`config.mk`:
```
export PLATFORM = sky130hd
export DESIGN_NAME = ecc_err_logger
export DESIGN_NICKNAME = d
export VERILOG_FILES = /design/src/rtl/ecc_err_logger.sv
export SDC_FILE = /design/constraint.sdc
export NUM_CORES = 1
export LEC_CHECK = 0
export CAP_MARGIN = 10
export CORE_MARGIN = 5
export CORE_UTILIZATION = 38
export CTS_CLUSTER_DIAMETER = 40
export DETAILED_ROUTE_END_ITERATION = 10
export PLACE_DENSITY = 0.76
export SLEW_MARGIN = 25
export SYNTH_ARGS = -nofsm -noshare
export SYNTH_HDL_FRONTEND = slang
export SYNTH_SLANG_ARGS = --single-unit
```
`constraint.sdc`:
```
create_clock -name clk -period 4.4 [get_ports clk]
set_input_delay 0.88 -clock clk [delete_from_list [all_inputs] [get_ports clk]]
set_output_delay 0.88 -clock clk [all_outputs]
set_load 0.005 [all_outputs]
```
`src/rtl/ecc_err_logger.sv`:
```
module ecc_err_logger #(
  parameter int NCH = 2,
  parameter int AW  = 2
) (
  input  logic                  clk,
  input  logic                  rst_n,
  input  logic                  single_mode,
  input  logic [NCH-1:0]        ev_ce,
  input  logic [NCH-1:0]        ev_ue,
  input  logic [NCH-1:0][1:0]   ev_rank,
  input  logic [NCH-1:0][2:0]   ev_bank,
  input  logic [NCH-1:0][15:0]  ev_row,
  input  logic [NCH-1:0][15:0]  ev_col,
  input  logic [NCH-1:0][7:0]   ev_syn,
  input  logic                  reg_we,
  input  logic [AW-1:0]         reg_addr,
  input  logic [63:0]           reg_wdata,
  output logic [63:0]           reg_rdata
);
  logic [15:0]    stat;
  logic [63:0]    lg    [NCH];
  logic [NCH-1:0] ce_a, ue_a;

  wire [1:0] st_clr = (reg_we && reg_addr == '0) ? reg_wdata[1:0] : 2'b00;

  always_ff @(posedge clk) begin
    if (!rst_n) stat <= '0;
    else        stat <= {14'b0, (stat[1:0] & ~st_clr) | {|ue_a, |ce_a}};
  end

  for (genvar c = 0; c < NCH; c++) begin : g_ch
    wire act = (c == 0) || !single_mode;
    assign ce_a[c] = ev_ce[c] & act;
    assign ue_a[c] = ev_ue[c] & act;
    wire [1:0]  clr  = (reg_we && reg_addr == AW'(c + 1)) ? reg_wdata[1:0] : 2'b00;
    wire [63:0] base = {lg[c][63:2], lg[c][1:0] & ~clr};
    wire [63:0] rec  = {ev_col[c], ev_row[c], ev_bank[c], ev_rank[c], 3'b0,
                        ev_syn[c], 16'b0};

    always_ff @(posedge clk) begin
      if (!rst_n)                            lg[c] <= '0;
      else if (ue_a[c] && !base[1])          lg[c] <= rec | 64'd2;
      else if (ce_a[c] && base[1:0] == 2'b0) lg[c] <= rec | 64'd1;
      else                                   lg[c] <= base;
    end

    a_r4_reserved_zero: assert property (@(posedge clk) disable iff (!rst_n)
      lg[c][26:24] == 3'b0 && lg[c][15:2] == 14'b0);
    a_r6_ue_sticky: assert property (@(posedge clk) disable iff (!rst_n)
      (lg[c][1] && !clr[1]) |=> lg[c][1]);
    a_r5_no_overwrite: assert property (@(posedge clk) disable iff (!rst_n)
      ((lg[c][1:0] != 2'b0) && clr == 2'b0 && !ev_ue[c]) |=> $stable(lg[c]));
    a_r7_ue_first: assert property (@(posedge clk) disable iff (!rst_n)
      (ue_a[c] && lg[c][1:0] == 2'b0) |=> lg[c][1:0] == 2'b10);
    if (c > 0) begin : g_single
      a_r9_single_ignored: assert property (@(posedge clk) disable iff (!rst_n)
        (single_mode && clr == 2'b0) |=> $stable(lg[c]));
    end
  end

  a_r2_upper_zero: assert property (@(posedge clk) disable iff (!rst_n)
    stat[15:2] == 14'b0);
  a_r3_w1c_only: assert property (@(posedge clk) disable iff (!rst_n)
    (stat[1] && !st_clr[1]) |=> stat[1]);
  a_r3_event_wins: assert property (@(posedge clk) disable iff (!rst_n)
    (|ce_a) |=> stat[0]);

  always_comb begin
    reg_rdata = '0;
    if (reg_addr == '0)                        reg_rdata = {48'b0, stat};
    else if (int'(reg_addr) <= NCH)            reg_rdata = lg[int'(reg_addr) - 1];
  end
endmodule

```
==> run summary <==
The run finished with clean final reports. The normalized max-slew margin came out at 0.379. The total of hold buffers inserted after clock tree synthesis is 0.

The number of detailed-routing iterations run before antenna repair is 4. The congestion estimate from routability-driven global placement came to 0.754. After synthesis the netlist holds a flip-flop and latch count of 96. Summed over all nets, the half-perimeter wirelength after detailed placement is 8.64 mm.

STA classifies the critical path startpoint as an input port. Setup repair after global routing left no endpoint under its margin. STA puts the critical path data required time at 3.52 ns. The total overflow reported by the global router came out at 0.

The post-synthesis compound-gate area fraction was 0.248. The via total after detailed routing is 3,960. Pin placement for this block handled 228 I/O pins. The die height came out at 125 um. The register area share after synthesis is 0.568. The placed cell area came out at 0.00652 mm^2. The buffer count from post-CTS setup fixing came out at 0. The final antenna-violating net count is 0. The mux cell area share after synthesis is 0.00397.

The global-route total usage across every layer came out at 0.169. For this configuration, the core starts out at a cell density of 0.384. The largest net degree at the start of global routing came out at 95. The horizontal extent of the die came out at 125 um. The cell sitting at the root of the clock tree is a clkbuf_16. The mean instance size in the synthesized netlist is 11.6 um^2.

TritonCTS built the clock tree. The count of unresolved DRC violations after routing came out at 0. The clock transition at the registers of the reported paths came out at 0.07 ns. The clock latency at the later pin of the worst-skew pair came out at 0.33 ns. For the final routed database, the setup TNS stands at 0 ns.

Counting instances, the worst hold path has a depth of 2. The total number of nets in the final design came out at 719. Of all cell types, the one taking the most synthesized area is edfxtp_1.

The sink of the worst hold path is stat[0]$_SDFF_PN0_. The finished layout cell area came out at 0.00678 mm^2. In this run, the number of DRC markers left after iteration 0 of detailed routing was 246.

The minimum period implied by the final worst setup slack is 3.74 ns. The synthesized-area fraction occupied by xor and xnor cells came out at 0. The layout overhead on the synthesized area is 34.4%. The worst hold path begins at stat[0]$_SDFF_PN0_.

The share of synthesized registers carrying an async set or reset came out at 0. The worst register-to-register path has a depth of 4. Of all nets on the critical path, the largest fanout is 44. Post-CTS repair changed the size of 0 cells. The prevailing post-synth register cell is edfxtp_1.

The simple-gate share of the synthesized area is 0.0909. In the post-synthesis netlist, the biggest area contributors are edfxtp_1 56%, a211oi_1 13%, a22o_1 7.8%. The share of the clock period used by the worst path is 0.851. The count of input and output buffers is 148. The transition time of the tightest slew-check pin came out at 0.931 ns. The share of synthesized area in the top cell type comes to 0.560.

The number of antenna violations at the first check in global routing came out at 0. The share of final-layout standard cells stronger than drive strength 1 is 0.0698. After detailed routing, the average wire length per cell comes to 18.5 um.

The H-tree depth reported by CTS is 3. The path type of the worst min-delay path is register to register. The number of placement rows is 42. The antenna cell count is 0. The highest achievable clock rate is 267 MHz. The register-to-register setup slack came out at 2.58 ns.

The cell area after technology mapping came out at 0.00504 mm^2. By area, the combinational part of the netlist is dominated by compound AO/OA/AOI/OAI gates. The final setup violation count came out at 0. The number of enable flip-flop cells after synthesis is 94. For the final database, setup skew stands at 0.00890 ns. The worst-case vdd ir drop came out at 0.147 mV. The number of global-route vias before repair is 4,170. The longest clock path from root to sink contains 2 buffers.

The worst register-to-register path begins at lg[0][0]$_DFFE_PP_. Clock tree synthesis inserted a total of 9 buffers. The critical path is of the input port to primary output type.

The worst setup path is captured at a primary output. The endpoint identified for the worst register-to-register timing path is lg[0][42]$_DFFE_PP_. The total count of max-transition violations in the final report is 0. The final number of hold-violating endpoints came out at 0. The power density normalized to cell area came out at 321 mW/mm^2. The total die area came out at 0.0157 mm^2. Yosys printed 0 warnings. The number of library cell types mapped by synthesis is 36. The total routed wirelength came out at 13.6 mm. The area of the core region is 0.0131 mm^2. The number of max-capacitance violations reported came out at 0. Synthesis handed over a netlist of 433 instances. The routed via count divided by cell count is 5.39.

The adder-cell share of the synthesized area is 0. The clock sink count came out at 96. The arrival time of data at the critical path endpoint came out at 2.86 ns. In this run the static leakage power is 2.40 nW. The first global-routing pass estimated 21.4 mm of wire.
## cell usage after synthesis (3+ instances only)
cell and count:
a211oi_2 5, a211oi_1 85, o21ai_0 3, buf_2 19, buf_6 11, a21oi_1 3, nand2_1 92, clkbuf_1 17
buf_4 17, edfxtp_1 94, a22o_1 45, inv_1 6
## area by class of cell
| type | instances | area, um^2 |
|---|---|---|
| clock inverters | 5 | 25.0 |
| well taps | 176 | 220 |
| multi-input cells | 284 | 1820 |
| fillers | 1158 | 6360 |
| clock buffers | 10 | 229 |
| flip-flops and latches | 96 | 2860 |
| repair buffers | 158 | 1590 |
| inverters | 6 | 22.5 |
## through the flow
stage / hold WS (ns) / util / power, W / setup slack [ns] / cells
finish: 0.485 / 0.516 / 0.00217 / 0.656 / 735
floorplan: 0.444 / - / 0.00132 / 0.194 / 452
global route: 0.522 / 0.516 / 0.00225 / 0.587 / 735
CTS: 0.479 / 0.516 / 0.00219 / 0.651 / 735
global placement: 0.454 / 0.496 / 0.00150 / 0.671 / 720
detailed placement: 0.467 / 0.496 / 0.00151 / 0.651 / 720
## report_power, final
group	internal, W	total (W)	switching (W)
Sequential	0.00109	0.00111	0.0000205
Clock	0.000375	0.000688	0.000314
Combinational	0.000189	0.000377	0.000188
## state kept, by name, summed over array words and instances (netlist names)
signal	flops
lg	94
stat	2
## cells by family after synthesis
logic type,count (synthesis)
other cells,2
simple gates,106
flops,96
buf+inv,72
mux,2
compound gates,155
## cells in the final DEF (no fill, tap or decap), types with 3 or more instances in the layout
| master | synthesis | final |
|---|---|---|
| clkdlybuf4s50_1 | 0 | 147 |
| edfxtp_1 | 94 | 94 |
| nand2_1 | 92 | 92 |
| a211oi_1 | 85 | 85 |
| a22o_1 | 45 | 45 |
| conb_1 | 2 | 21 |
| clkbuf_16 | 0 | 9 |
| buf_4 | 17 | 8 |
| inv_1 | 6 | 5 |
| a211oi_2 | 5 | 5 |
| o21ai_0 | 3 | 3 |
| a21oi_1 | 3 | 3 |
| clkinv_1 | 0 | 3 |
| buf_12 | 0 | 3 |
## worst max-delay path: stages
cell	delay (ns)
clkdlybuf4s50_1	0.75
and2b_2	0.26
buf_12	0.24
a22o_1	0.20
clkdlybuf4s50_1	0.52
## worst max path at each step
stage                                to  slack [ns]         from
floorplan           lg[0][16]$_DFFE_PP_        0.19  reg_addr[1]
global placement          reg_rdata[27]        0.67  reg_addr[1]
detailed placement        reg_rdata[27]        0.65  reg_addr[1]
CTS                       reg_rdata[27]        0.65  reg_addr[1]
global route              reg_rdata[21]        0.59  reg_addr[1]
finish                    reg_rdata[29]        0.66  reg_addr[1]
## per-layer routing
| metal | global-route usage | vias to the layer above | part of all wire |
|---|---|---|---|
| met5 | 0 | - | 0 |
| met4 | 0.0606 | 0 | 0.014 |
| met2 | 0.301 | 164 | 0.52 |
| met1 | 0.205 | 1909 | 0.41 |
| li1 | - | 1874 | - |
| met3 | 0.0286 | 13 | 0.054 |
Power figures use the tool's default switching activity.
